<file path="src/rtl/iqt_pkg.sv">
package iqt_pkg;

  typedef enum logic [1:0] {
    MV_NONE      = 2'b00,
    MV_LATCH     = 2'b01,
    MV_ADV_BUS   = 2'b10,
    MV_ADV_LATCH = 2'b11
  } move_e;

  typedef enum logic [1:0] {
    ST_NONE = 2'b00,
    ST_IRQ  = 2'b01,
    ST_EVEN = 2'b10,
    ST_ODD  = 2'b11
  } start_e;

endpackage

</file>
<file path="src/rtl/iqt_edge_sync.sv">
module iqt_edge_sync #(
  parameter int STAGES = 2,
  parameter int PW     = 35
) (
  input  logic          clk_i,
  input  logic          rst_ni,
  input  logic          e_i,
  input  logic [PW-1:0] payload_i,
  output logic          rise_stb_o,
  output logic          fall_stb_o,
  output logic [PW-1:0] payload_o
);

  logic [STAGES:0] e_q;
  logic [PW-1:0]   p_q [STAGES];

  always_ff @(posedge clk_i or negedge rst_ni) begin
    if (!rst_ni) e_q <= '0;
    else         e_q <= {e_q[STAGES-1:0], e_i};
  end

  // payload delayed to line up with e_q[STAGES-1]
  always_ff @(posedge clk_i or negedge rst_ni) begin
    if (!rst_ni) p_q[0] <= '0;
    else         p_q[0] <= payload_i;
  end

  for (genvar k = 1; k < STAGES; k++) begin : g_dly
    always_ff @(posedge clk_i or negedge rst_ni) begin
      if (!rst_ni) p_q[k] <= '0;
      else         p_q[k] <= p_q[k-1];
    end
  end

  assign rise_stb_o = e_q[STAGES-1] & ~e_q[STAGES];
  assign fall_stb_o = ~e_q[STAGES-1] & e_q[STAGES];
  assign payload_o  = p_q[STAGES-1];


  rise_single_chk: assert property (@(posedge clk_i) disable iff (!rst_ni)
    rise_stb_o |=> !rise_stb_o);

  fall_single_chk: assert property (@(posedge clk_i) disable iff (!rst_ni)
    fall_stb_o |=> !fall_stb_o);

endmodule

</file>
<file path="src/rtl/iqt_bus_capture.sv">
module iqt_bus_capture #(
  parameter int ADDR_W = 16,
  parameter int DATA_W = 16
) (
  input  logic              clk_i,
  input  logic              rst_ni,
  input  logic              fall_stb_i,
  input  logic              rd_i,
  input  logic [ADDR_W-1:0] addr_i,
  input  logic [DATA_W-1:0] data_i,
  output logic              cap_v_o,
  output logic [ADDR_W-1:0] cap_addr_o,
  output logic [DATA_W-1:0] cap_data_o
);

  always_ff @(posedge clk_i or negedge rst_ni) begin
    if (!rst_ni) begin
      cap_v_o    <= 1'b0;
      cap_addr_o <= '0;
      cap_data_o <= '0;
    end else if (fall_stb_i) begin
      cap_v_o    <= rd_i;
      cap_addr_o <= addr_i;
      cap_data_o <= data_i;
    end
  end


  write_not_valid_chk: assert property (@(posedge clk_i) disable iff (!rst_ni)
    (fall_stb_i && !rd_i) |=> !cap_v_o);

  cap_hold_chk: assert property (@(posedge clk_i) disable iff (!rst_ni)
    !fall_stb_i |=> $stable(cap_v_o) && $stable(cap_data_o));

endmodule

</file>
<file path="src/rtl/iqt_queue.sv">
module iqt_queue
  import iqt_pkg::*;
#(
  parameter int ADDR_W = 16,
  parameter int DATA_W = 16
) (
  input  logic              clk_i,
  input  logic              rst_ni,
  input  logic              rise_stb_i,
  input  logic [1:0]        code_i,
  input  logic              cap_v_i,
  input  logic [ADDR_W-1:0] cap_addr_i,
  input  logic [DATA_W-1:0] cap_data_i,
  output logic              st2_v_o,
  output logic [ADDR_W-1:0] st2_addr_o,
  output logic [DATA_W-1:0] st2_data_o
);

  logic              lat_v, st1_v, st2_v;
  logic [ADDR_W-1:0] lat_a, st1_a, st2_a;
  logic [DATA_W-1:0] lat_d, st1_d, st2_d;
  move_e             mv;

  assign mv = move_e'(code_i);

  always_ff @(posedge clk_i or negedge rst_ni) begin
    if (!rst_ni) begin
      lat_v <= 1'b0; lat_a <= '0; lat_d <= '0;
      st1_v <= 1'b0; st1_a <= '0; st1_d <= '0;
      st2_v <= 1'b0; st2_a <= '0; st2_d <= '0;
    end else if (rise_stb_i) begin
      unique case (mv)
        MV_LATCH: begin
          lat_v <= cap_v_i; lat_a <= cap_addr_i; lat_d <= cap_data_i;
        end
        MV_ADV_BUS: begin
          st2_v <= st1_v; st2_a <= st1_a; st2_d <= st1_d;
          st1_v <= cap_v_i; st1_a <= cap_addr_i; st1_d <= cap_data_i;
        end
        MV_ADV_LATCH: begin
          st2_v <= st1_v; st2_a <= st1_a; st2_d <= st1_d;
          st1_v <= lat_v; st1_a <= lat_a; st1_d <= lat_d;
          lat_v <= 1'b0;
        end
        default: ;
      endcase
    end
  end

  assign st2_v_o    = st2_v;
  assign st2_addr_o = st2_a;
  assign st2_data_o = st2_d;


  adv_bus_shift_chk: assert property (@(posedge clk_i) disable iff (!rst_ni)
    (rise_stb_i && code_i == 2'b10) |=> (st2_v == $past(st1_v)) && (st1_v == $past(cap_v_i)));

  adv_latch_drain_chk: assert property (@(posedge clk_i) disable iff (!rst_ni)
    (rise_stb_i && code_i == 2'b11) |=> !lat_v && (st1_v == $past(lat_v)));

  latch_keeps_stages_chk: assert property (@(posedge clk_i) disable iff (!rst_ni)
    (rise_stb_i && code_i == 2'b01) |=> $stable(st2_d) && $stable(st1_d) && $stable(st2_v));

  no_move_chk: assert property (@(posedge clk_i) disable iff (!rst_ni)
    (rise_stb_i && code_i == 2'b00) |=> $stable(st2_d) && $stable(st1_d) && $stable(lat_d));

endmodule

</file>
<file path="src/rtl/iqt_start_unit.sv">
module iqt_start_unit
  import iqt_pkg::*;
#(
  parameter int ADDR_W = 16,
  parameter int DATA_W = 16,
  localparam int BYTE_W = DATA_W / 2
) (
  input  logic              clk_i,
  input  logic              rst_ni,
  input  logic              fall_stb_i,
  input  logic [1:0]        code_i,
  input  logic              st2_v_i,
  input  logic [ADDR_W-1:0] st2_addr_i,
  input  logic [DATA_W-1:0] st2_data_i,
  output logic              op_valid_o,
  output logic [BYTE_W-1:0] op_byte_o,
  output logic [ADDR_W-1:0] op_addr_o,
  output logic              op_odd_o,
  output logic              irq_start_o,
  output logic              start_err_o
);

  start_e st;
  logic   is_op;

  assign st    = start_e'(code_i);
  assign is_op = fall_stb_i && (st == ST_EVEN || st == ST_ODD);

  always_ff @(posedge clk_i or negedge rst_ni) begin
    if (!rst_ni) begin
      op_valid_o  <= 1'b0;
      op_byte_o   <= '0;
      op_addr_o   <= '0;
      op_odd_o    <= 1'b0;
      irq_start_o <= 1'b0;
      start_err_o <= 1'b0;
    end else begin
      op_valid_o  <= is_op && st2_v_i;
      start_err_o <= is_op && !st2_v_i;
      irq_start_o <= fall_stb_i && (st == ST_IRQ);
      if (is_op && st2_v_i) begin
        op_odd_o <= (st == ST_ODD);
        if (st == ST_ODD) begin
          op_byte_o <= st2_data_i[BYTE_W-1:0];
          op_addr_o <= st2_addr_i + ADDR_W'(1);
        end else begin
          op_byte_o <= st2_data_i[DATA_W-1:BYTE_W];
          op_addr_o <= st2_addr_i;
        end
      end
    end
  end


  one_pulse_kind_chk: assert property (@(posedge clk_i) disable iff (!rst_ni)
    $onehot0({op_valid_o, irq_start_o, start_err_o}));

  op_single_chk: assert property (@(posedge clk_i) disable iff (!rst_ni)
    op_valid_o |=> !op_valid_o);

  op_after_fall_chk: assert property (@(posedge clk_i) disable iff (!rst_ni)
    (op_valid_o || irq_start_o || start_err_o) |-> $past(fall_stb_i));

  err_needs_empty_chk: assert property (@(posedge clk_i) disable iff (!rst_ni)
    start_err_o |-> !$past(st2_v_i));

endmodule

</file>
<file path="src/rtl/iq_tracker.sv">
module iq_tracker #(
  parameter int ADDR_W      = 16,
  parameter int DATA_W      = 16,
  parameter int SYNC_STAGES = 2,
  localparam int BYTE_W     = DATA_W / 2,
  localparam int PW         = 2 + 1 + ADDR_W + DATA_W
) (
  input  logic              clk_i,
  input  logic              rst_ni,
  input  logic              e_i,
  input  logic              rw_i,
  input  logic [1:0]        pipe_i,
  input  logic [ADDR_W-1:0] addr_i,
  input  logic [DATA_W-1:0] data_i,
  output logic              op_valid_o,
  output logic [BYTE_W-1:0] op_byte_o,
  output logic [ADDR_W-1:0] op_addr_o,
  output logic              op_odd_o,
  output logic              irq_start_o,
  output logic              start_err_o
);

  logic              rise_stb, fall_stb;
  logic [PW-1:0]     pl;
  logic [1:0]        pipe_s;
  logic              rw_s;
  logic [ADDR_W-1:0] addr_s;
  logic [DATA_W-1:0] data_s;
  logic              cap_v;
  logic [ADDR_W-1:0] cap_addr;
  logic [DATA_W-1:0] cap_data;
  logic              st2_v;
  logic [ADDR_W-1:0] st2_addr;
  logic [DATA_W-1:0] st2_data;

  iqt_edge_sync #(.STAGES(SYNC_STAGES), .PW(PW)) u_sync (
    .clk_i      (clk_i),
    .rst_ni     (rst_ni),
    .e_i        (e_i),
    .payload_i  ({pipe_i, rw_i, addr_i, data_i}),
    .rise_stb_o (rise_stb),
    .fall_stb_o (fall_stb),
    .payload_o  (pl)
  );

  assign {pipe_s, rw_s, addr_s, data_s} = pl;

  iqt_bus_capture #(.ADDR_W(ADDR_W), .DATA_W(DATA_W)) u_cap (
    .clk_i      (clk_i),
    .rst_ni     (rst_ni),
    .fall_stb_i (fall_stb),
    .rd_i       (rw_s),
    .addr_i     (addr_s),
    .data_i     (data_s),
    .cap_v_o    (cap_v),
    .cap_addr_o (cap_addr),
    .cap_data_o (cap_data)
  );

  iqt_queue #(.ADDR_W(ADDR_W), .DATA_W(DATA_W)) u_queue (
    .clk_i      (clk_i),
    .rst_ni     (rst_ni),
    .rise_stb_i (rise_stb),
    .code_i     (pipe_s),
    .cap_v_i    (cap_v),
    .cap_addr_i (cap_addr),
    .cap_data_i (cap_data),
    .st2_v_o    (st2_v),
    .st2_addr_o (st2_addr),
    .st2_data_o (st2_data)
  );

  iqt_start_unit #(.ADDR_W(ADDR_W), .DATA_W(DATA_W)) u_start (
    .clk_i       (clk_i),
    .rst_ni      (rst_ni),
    .fall_stb_i  (fall_stb),
    .code_i      (pipe_s),
    .st2_v_i     (st2_v),
    .st2_addr_i  (st2_addr),
    .st2_data_i  (st2_data),
    .op_valid_o  (op_valid_o),
    .op_byte_o   (op_byte_o),
    .op_addr_o   (op_addr_o),
    .op_odd_o    (op_odd_o),
    .irq_start_o (irq_start_o),
    .start_err_o (start_err_o)
  );


  reset_quiet_chk: assert property (@(posedge clk_i) disable iff (!rst_ni)
    $fell(e_i) |=> !op_valid_o);

endmodule

</file>
<file path="config.mk">
export PLATFORM = sky130hd
export DESIGN_NAME = iq_tracker
export DESIGN_NICKNAME = d
export VERILOG_FILES = /design/src/rtl/iqt_pkg.sv /design/src/rtl/iqt_edge_sync.sv /design/src/rtl/iqt_bus_capture.sv /design/src/rtl/iqt_queue.sv /design/src/rtl/iqt_start_unit.sv /design/src/rtl/iq_tracker.sv
export SDC_FILE = /design/constraint.sdc
export NUM_CORES = 1
export LEC_CHECK = 0
export BUFFER_PORTS_ARGS = -buffer_cell sky130_fd_sc_hd__buf_2
export CAP_MARGIN = 20
export CORE_ASPECT_RATIO = 1.75
export CORE_MARGIN = 2
export CORE_UTILIZATION = 45
export CTS_CLUSTER_SIZE = 12
export DETAILED_ROUTE_END_ITERATION = 8
export PLACE_DENSITY = 0.63
export SETUP_SLACK_MARGIN = 0.15
export SYNTH_ARGS = -nofsm -noshare
export SYNTH_HDL_FRONTEND = slang
export SYNTH_SLANG_ARGS = --single-unit
</file>
<file path="constraint.sdc">
create_clock -name clk_i -period 1.8 [get_ports clk_i]
set_input_delay 0.18 -clock clk_i [delete_from_list [all_inputs] [get_ports clk_i]]
set_output_delay 0.18 -clock clk_i [all_outputs]
set_load 0.01 [all_outputs]
</file>
==> results of run 1 <==
[cell usage after synthesis (2+ instances only)]
cell type | instances | area, µm²
a31oi_1 | 11 | 68.8
and2_1 | 2 | 12.5
buf_1 | 4 | 15.0
dfrtp_1 | 233 | 5830
clkbuf_1 | 11 | 41.3
o21ai_0 | 47 | 235
nor2_1 | 13 | 48.8
xnor2_1 | 10 | 87.6
nor3_1 | 5 | 25.0
nand4_1 | 5 | 31.3
nand2_1 | 73 | 274
xor2_1 | 2 | 17.5
nand3_1 | 4 | 20.0
nor4_1 | 4 | 25.0
nor2b_1 | 2 | 12.5
o22ai_1 | 32 | 200
mux2_2 | 98 | 1100
buf_4 | 3 | 22.5
buf_2 | 13 | 65.1
inv_1 | 4 | 15.0
[routing by layer]
metal | wire length [µm] | up-vias | part of all wire, %
li1 | - | 2283 | -
met1 | 6010 | 2251 | 44
met2 | 6960 | 94 | 51
met3 | 579 | 17 | 4.2
met4 | 224 | 0 | 1.6
met5 | 0 | - | 0
[sequential cells by signal, indices dropped and copies added, names as in the netlist, 3 cells and up]
name	flops
u_queue.st1_a	16
u_sync.payload_o	35
u_sync.e_q	3
u_queue.lat_d	16
u_cap.cap_data_o	16
u_queue.st2_data_o	16
u_start.op_addr_o	16
u_queue.lat_a	16
u_cap.cap_addr_o	16
u_start.op_byte_o	8
u_queue.st2_addr_o	16
u_queue.st1_d	16
u_sync.p_q	35
[cell usage in the layout (no fill, tap or decap), types with 3 or more instances in the layout]
cell type and count:
nor3_1 5, nand3_1 4, a31oi_1 11, inv_1 3, nand2_1 72, o22ai_1 32
dlygate4sd3_1 37, nor2_1 13, xnor2_1 10, nor4_1 4, dfrtp_1 233, o21ai_0 47
buf_2 64, buf_12 11, clkbuf_16 24, mux2_2 98, buf_4 8, nand4_1 5
[repair_timing]
action / in CTS / in global routing
resized for setup: 1 / 3
gates cloned: 0 / 1
pin swaps: 0 / 1
endpoints found under the hold margin: 93 / 0
hold buffers: 37 / 0
endpoints found under the setup margin: 17 / 30
[kinds of logic after synthesis]
| logic type | after synthesis | share of synthesized area [%] |
|---|---|---|
| flip-flops | 233 | 70.1 |
| AND/OR/NAND/NOR | 116 | 6.50 |
| buffers and inverters | 38 | 2.15 |
| AO/OA/AOI/OAI | 94 | 6.38 |
| multiplexers | 99 | 13.4 |
| XOR/XNOR | 12 | 1.26 |
| adder cells (fa/ha/maj) | 1 | 0.151 |
[critical path, stage by stage (launching register included)]
cell and delay [ps]:
dfrtp_1 400, nor2b_4 190, nor3b_4 310, clkbuf_16 260, mux2_2 340
[final cells by class]
| cell class | count | area share (%) |
|---|---|---|
| sequential | 233 | 57.9 |
| multi-input combinational | 322 | 23.1 |
| timing repair buffer | 122 | 10.0 |
| clock buffer | 24 | 5.75 |
| tap | 234 | 2.91 |
| inverter | 5 | 0.186 |
| clock inverter | 2 | 0.174 |
[stage by stage]
step | setup WS [ps] | area [µm²]
floorplan | 308 | 8310
global placement | 236 | 9070
detailed placement | 142 | 9070
CTS | 189 | 10000
global route | 102 | 10100
finish | 166 | 10100
[power breakdown]
part	internal [mW]	switching, mW
Sequential	6.32	0.690
Clock	2.27	1.74
Combinational	1.07	0.881
[worst paths after layout]
kind | startpoint | endpoint | depth (start not counted)
min in group clk_i | data_i[7] | u_sync.p_q[42] | 2
worst max register to register | u_sync.e_q[1] | u_queue.lat_a[4] | 4
worst min-delay path | rst_ni | u_sync.payload_o[13] | 2
worst max-delay path | u_sync.e_q[1] | u_queue.lat_a[4] | 4
worst min register to register | u_sync.p_q[66] | u_sync.payload_o[31] | 0
max in group asynchronous | rst_ni | u_queue.lat_a[6] | 3
==> reports/metrics.cfg, run 1 <==
[logic_synthesis]
yosysWarnings = 0
syn-num-nets = 632
async_flop_share_pct = 100
syn_inst = 593
syn_area_um2 = 8310
ys_seq_elements = 233
synth-main-ff-cell = dfrtp_1
synth_area_per_cell_um2 = 14.0
synth_edf_count = 0
netlist-cell-type-count = 37
ys_seq_area_share_pct = 70.1

[cts]
cts_root_buf = clkbuf_16
postCtsSetupRepairBufs = 0
clock_sinks = 233
htreeDepth = 1
clk-insertion-delay-late_ps = 500
cts_buffers = 23
clk_pin_slew_ps = 60
cts_tree = done
clockBufferDepth = 3

[floorplanning]
die_area_um2 = 19600
io-pin-count = 66
core_area_um2 = 18100
fp-row-count = 65
start_util_pct = 46.0
chipWidth_um = 107
die-height_um = 184

[place]
io_buffers = 65
dp_hpwl_mm = 9.05
gp_congestion = 0.773
place_inst = 878

[grt]
grt_pass1_vias = 4970
gr-max-usage-layer = met2
grt_pass1_wl_mm = 24.0
antenna_found_initial = 0
grt_use_met3_pct = 2.34
grt_max_degree = 67
grt_use_total_pct = 14.9
met2_usage_pct = 25.6
use_met1_pct = 19.4
grt_overflow = 0

[status]
outcome = completed

[setup_path]
worst_setup_path_start_kind = register
cp_max_fo = 16
end_kind = register
reg2reg_slack_ps = 170
worstPathRequired_ps = 2180
critPathKind = register to register
cp_data_arrival_time_ps = 2010

[power_and_ir_drop]
total_power_mw = 13.0
powerDensity_nw_per_um2 = 1290
p_leak_nw = 4.52
vdd_ir_drop_max_mv = 0.802

[layout]
stdcell_count = 942
layout.area.seq_um2 = 5830
fin_util_pct = 55.8
drive_gt1_share_pct = 30.9
antenna_cells = 0
multi_input_area_um2 = 2320
syn2layout_area_growth_pct = 21.2
layout.nets = 746
fill_cells = 1507

[job]
maxCapViolations = 0

[timing]
clock_skew_ps = 12.7
tightest_slew_ps = 528
setup_viol = 0
fin_crit_sh_pct = 90.8
finalHoldViolCount = 0
maxSlewViolCount = 0
fmax_mhz = 612
fin_crit_ps = 1630
worst_hold_slack_ps = 231
finalSetupTns_ps = 0
relSlewSlack_pct = 64.8
rsz0062_at_grt = true

[route]
drtAntennaViolNets = 0
drt-vias-per-instance = 4.93
detail_route.first_pass.iterations = 4
vias = 4645
initialDrtViolationCount = 188
wl_mm = 13.8
post_drt_wl_per_cell_um = 14.6
drc_errors = 0

[worst_hold_path]
min_path_type = primary input to async pin

Power figures use the tool's default switching activity.
==> inputs of run 2 (changes only) <==
MAX_ROUTING_LAYER = met4   (was default)
==> reports/metrics.cfg, run 2 (same netlist as run 1, synthesis figures left out) <==
[status]
outcome = completed

[cts]
clk-insertion-delay-late_ps = 500
cts_tree = done
postCtsSetupRepairBufs = 0
htreeDepth = 1
clock_sinks = 233
clockBufferDepth = 3
clk_pin_slew_ps = 60
cts_buffers = 23
cts_root_buf = clkbuf_16

[floorplanning]
die-height_um = 184
start_util_pct = 46.0
die_area_um2 = 19600
io-pin-count = 66
chipWidth_um = 107
core_area_um2 = 18100
fp-row-count = 65

[route]
route.met2.wl_mm = 6.97
drtAntennaViolNets = 0
vias = 4647
post_drt_wl_per_cell_um = 14.7
drt-met1-wl_mm = 6.00
detail_route.first_pass.iterations = 4
drt-vias-per-instance = 4.93
drc_errors = 0
initialDrtViolationCount = 205
wl_met3_um = 597
highest_layer = met4
wl_mm = 13.8

[setup_path]
worstPathRequired_ps = 2180
end_kind = register
reg2reg_slack_ps = 160
r2r_end = u_queue.lat_a[4]
cp_max_fo = 16
cp_data_arrival_time_ps = 2010
worstRegToRegCells = 4
reg2reg_from = u_sync.e_q[1]
worst_setup_path_start_kind = register
critPathKind = register to register

[timing]
clock_skew_ps = 13.6
maxSlewViolCount = 0
rsz0062_at_grt = true
finalSetupTns_ps = 0
fin_crit_ps = 1640
tightest_slew_ps = 523
setup_viol = 0
fin_crit_sh_pct = 90.9
relSlewSlack_pct = 65.1
finalHoldViolCount = 0
fmax_mhz = 611

[layout]
mostFrequentLayoutCells = dfrtp_1, mux2_2, nand2_1
design_area_um2 = 10100
layout_commonest_cell = dfrtp_1
syn2layout_area_growth_pct = 21.2
antenna_cells = 0
fill_cells = 1507
layout.nets = 746
drive_gt1_share_pct = 30.9

[worst_hold_path]
min_path_type = primary input to async pin

[job]
maxCapViolations = 0

[place]
gp_congestion = 0.788
dp_hpwl_mm = 9.05
post_dp_cell_area_um2 = 9070
io_buffers = 65

[grt]
grt_overflow = 0
grt_pass1_wl_mm = 24.0
grt_use_total_pct = 15.3
antenna_found_initial = 0
grt_max_degree = 67
grt_pass1_vias = 4967

[power_and_ir_drop]
vdd_ir_drop_max_mv = 0.802
powerDensity_nw_per_um2 = 1290
p_leak_nw = 4.52

## run 2: final cells by class
cell class,instances,area [µm²],area share (%)
timing repair buffer,122,1010,10.0
tap,234,293,2.91
inverter,5,18.8,0.186
clock buffer,24,579,5.75
sequential,233,5830,57.9
clock inverter,2,17.5,0.174
multi-input combinational,322,2320,23.1
## run 2: critical path, cell delays in order (launching register included)
cell       delay [ps]
dfrtp_1           400
nor2b_4           190
nor3b_4           310
clkbuf_16         260
mux2_2            340
## run 2: metal layers
layer	vias to the layer above	GRT usage, %
li1	2282	-
met1	2252	19.4
met2	94	25.5
met3	19	2.34
met4	0	4.73
met5	-	-
## run 2: metrics by stage
step | instances | util (%) | power (mW) | hold WS, ps | setup slack (ps)
floorplan | 593 | - | 8.16 | -116 | 308
global placement | 878 | 50.2 | 8.87 | 160 | 236
detailed placement | 878 | 50.2 | 9.03 | 169 | 142
CTS | 941 | 55.6 | 13.2 | 230 | 189
global route | 942 | 55.8 | 13.7 | 282 | 102
finish | 942 | 55.8 | 13.0 | 236 | 163
## run 2: timing repair
| action | CTS | global route |
|---|---|---|
| cloned | 0 | 1 |
| hold endpoints to repair | 93 | 0 |
| pin swaps | 0 | 1 |
| hold buffers | 37 | 0 |
| resized for setup | 1 | 3 |
| setup endpoints to repair | 17 | 30 |
## run 2: worst max-delay path by stage
stage                               from               endpoint  slack (ps)  depth (start not counted)
finish                     u_sync.e_q[1]       u_queue.lat_a[4]         160                          4
global route        u_sync.payload_o[34]  u_start.op_addr_o[15]         100                          4
CTS                        u_sync.e_q[1]       u_queue.lat_a[9]         190                          4
detailed placement         u_sync.e_q[1]      u_queue.lat_d[12]         140                          4
global placement           u_sync.e_q[1]      u_queue.lat_d[11]         240                          4
floorplan                  u_sync.e_q[1]       u_queue.lat_a[0]         310                          4
## run 2: power breakdown
| part | total (mW) | internal [mW] | switching (mW) |
|---|---|---|---|
| clock | 4.01 | 2.27 | 1.74 |
| combinational | 1.95 | 1.07 | 0.882 |
| sequential | 7.01 | 6.32 | 0.691 |
==> inputs of run 3 (changes only) <==
ABC_AREA = 1   (was default)
==> reports/metrics.cfg, run 3 <==
[layout]
layout.nets = 947
layout_commonest_cell = dfrtp_1
mostFrequentLayoutCells = dfrtp_1, nand2_1, inv_1
multi_input_area_um2 = 2180
layout.area.seq_um2 = 5830
drive_gt1_share_pct = 14.3
fin_util_pct = 54.1
fill_cells = 1708
syn2layout_area_growth_pct = 17.6
antenna_cells = 0

[route]
drtAntennaViolNets = 0
drt-vias-per-instance = 4.79
initialDrtViolationCount = 316
detail_route.first_pass.iterations = 4
vias = 5503
post_drt_wl_per_cell_um = 12.5
wl_mm = 14.3
drc_errors = 0

[floorplanning]
io-pin-count = 66
chipWidth_um = 108
die-height_um = 187
start_util_pct = 46.0
fp-row-count = 66
core_area_um2 = 18700
die_area_um2 = 20200

[logic_synthesis]
syn-num-nets = 852
syn_inst = 813
synthTopCellsByCount = dfrtp_1, nand2_1, inv_1, a21oi_1, o21ai_0
async_flop_share_pct = 100
yosysWarnings = 0
synthTopCellsByArea = dfrtp_1, nand2_1, a21oi_1
yosysTopAreaCellShare_pct = 67.9
syn_area_um2 = 8580
ys_seq_elements = 233
ys_seq_area_share_pct = 67.9
synth-main-ff-cell = dfrtp_1
synth_edf_count = 0
synth_largest_area_cell = dfrtp_1
yosysMostFrequentCell = dfrtp_1
netlist-cell-type-count = 28
synth_area_per_cell_um2 = 10.6

[setup_path]
end_kind = register
critPathKind = register to register
worstRegToRegCells = 6
reg2reg_slack_ps = 300
reg2reg_from = u_sync.payload_o[34]
r2r_end = u_queue.st1_d[10]
cp_max_fo = 86
cp_data_arrival_time_ps = 1870
worst_setup_path_start_kind = register
worstPathRequired_ps = 2170

[timing]
tightest_slew_ps = 502
maxSlewViolCount = 0
rsz0062_at_grt = true
fin_crit_ps = 1500
relSlewSlack_pct = 66.5
setup_viol = 0
fin_crit_sh_pct = 83.5
finalSetupTns_ps = 0
fmax_mhz = 665
clock_skew_ps = 4.41
finalHoldViolCount = 0

[place]
io_buffers = 65
gp_congestion = 0.843
dp_hpwl_mm = 8.81

[status]
outcome = completed

[cts]
cts_buffers = 23
cts_tree = done
postCtsSetupRepairBufs = 0
clockBufferDepth = 3
clock_sinks = 233
clk-insertion-delay-late_ps = 490
cts_root_buf = clkbuf_16
clk_pin_slew_ps = 60
htreeDepth = 1

[job]
maxCapViolations = 0

[power_and_ir_drop]
vdd_ir_drop_max_mv = 0.686
p_leak_nw = 4.93
powerDensity_nw_per_um2 = 1220

[grt]
grt_use_total_pct = 15.6
use_met1_pct = 20.4
grt_max_degree = 87
grt_use_met3_pct = 2.27
met2_usage_pct = 24.8
antenna_found_initial = 0
gr-max-usage-layer = met2
grt_overflow = 0
grt_pass1_wl_mm = 25.6
grt_pass1_vias = 5442

[worst_hold_path]
min_path_type = primary input to async pin

run 3: area by class of cell:
class	count	share of cell area [%]
clock buffer	26	5.92
clock inverter	1	0.0496
inverter	76	2.90
multi-input combinational	460	21.6
sequential	233	57.8
tap	238	2.95
timing repair buffer	114	8.79
run 3: worst max path at each step:
stage / slack [ps] / to / startpoint
floorplan: 510 / u_queue.st2_data_o[10] / u_sync.e_q[2]
global placement: 260 / u_queue.st1_d[11] / u_sync.payload_o[34]
detailed placement: 220 / u_queue.st1_d[10] / u_sync.payload_o[34]
CTS: 190 / u_queue.st1_d[10] / u_sync.payload_o[34]
global route: 140 / u_start.op_addr_o[12] / u_queue.st2_addr_o[1]
finish: 300 / u_queue.st1_d[10] / u_sync.payload_o[34]
run 3: worst max-delay path, cell delays in order (launching register included):
cell,delay [ps]
dfrtp_1,490
inv_2,150
nor2_4,70
inv_8,360
a21oi_1,90
o21ai_1,100
o21ai_0,90
run 3: where the power goes:
part	internal, mW	leakage [nW]	switching [mW]
combinational	0.715	1.81	1.00
clock	2.31	0.297	1.72
sequential	6.12	2.83	0.416
total	9.14	4.93	3.14
run 3: logic make-up after synthesis:
| family | Yosys count | synth area share, % |
|---|---|---|
| flip-flops | 233 | 67.9 |
| buffers and inverters | 120 | 6.79 |
| AND/OR/NAND/NOR | 244 | 11.5 |
| adder cells (fa/ha/maj) | 1 | 0.146 |
| AO/OA/AOI/OAI | 210 | 13.1 |
| XOR/XNOR | 5 | 0.510 |
run 3: routing by layer:
layer / vias to the layer above / part of all wire [%]
li1: 2795 / -
met1: 2569 / 46
met2: 110 / 47
met3: 29 / 4.1
met4: 0 / 2.5
met5: - / 0
run 3: through the flow:
| stage | hold WS [ps] | power [mW] | instances | setup slack, ps | instance area, µm² |
|---|---|---|---|---|---|
| 2_1_floorplan | -116 | 7.66 | 813 | 514 | 8580 |
| 3_3_place_gp | 122 | 8.24 | 1084 | 259 | 9110 |
| 3_5_place_dp | 123 | 8.31 | 1084 | 218 | 9110 |
| 4_1_cts | 198 | 12.5 | 1148 | 186 | 10100 |
| 5_1_grt | 229 | 13.1 | 1148 | 144 | 10100 |
| 6_report | 184 | 12.3 | 1148 | 296 | 10100 |
run 3: what timing repair did:
action                     4_1_cts  5_1_grt
hold endpoints to repair        84        0
setup endpoints to repair        0       36
hold buffers                    37        0
resized for setup                0        5
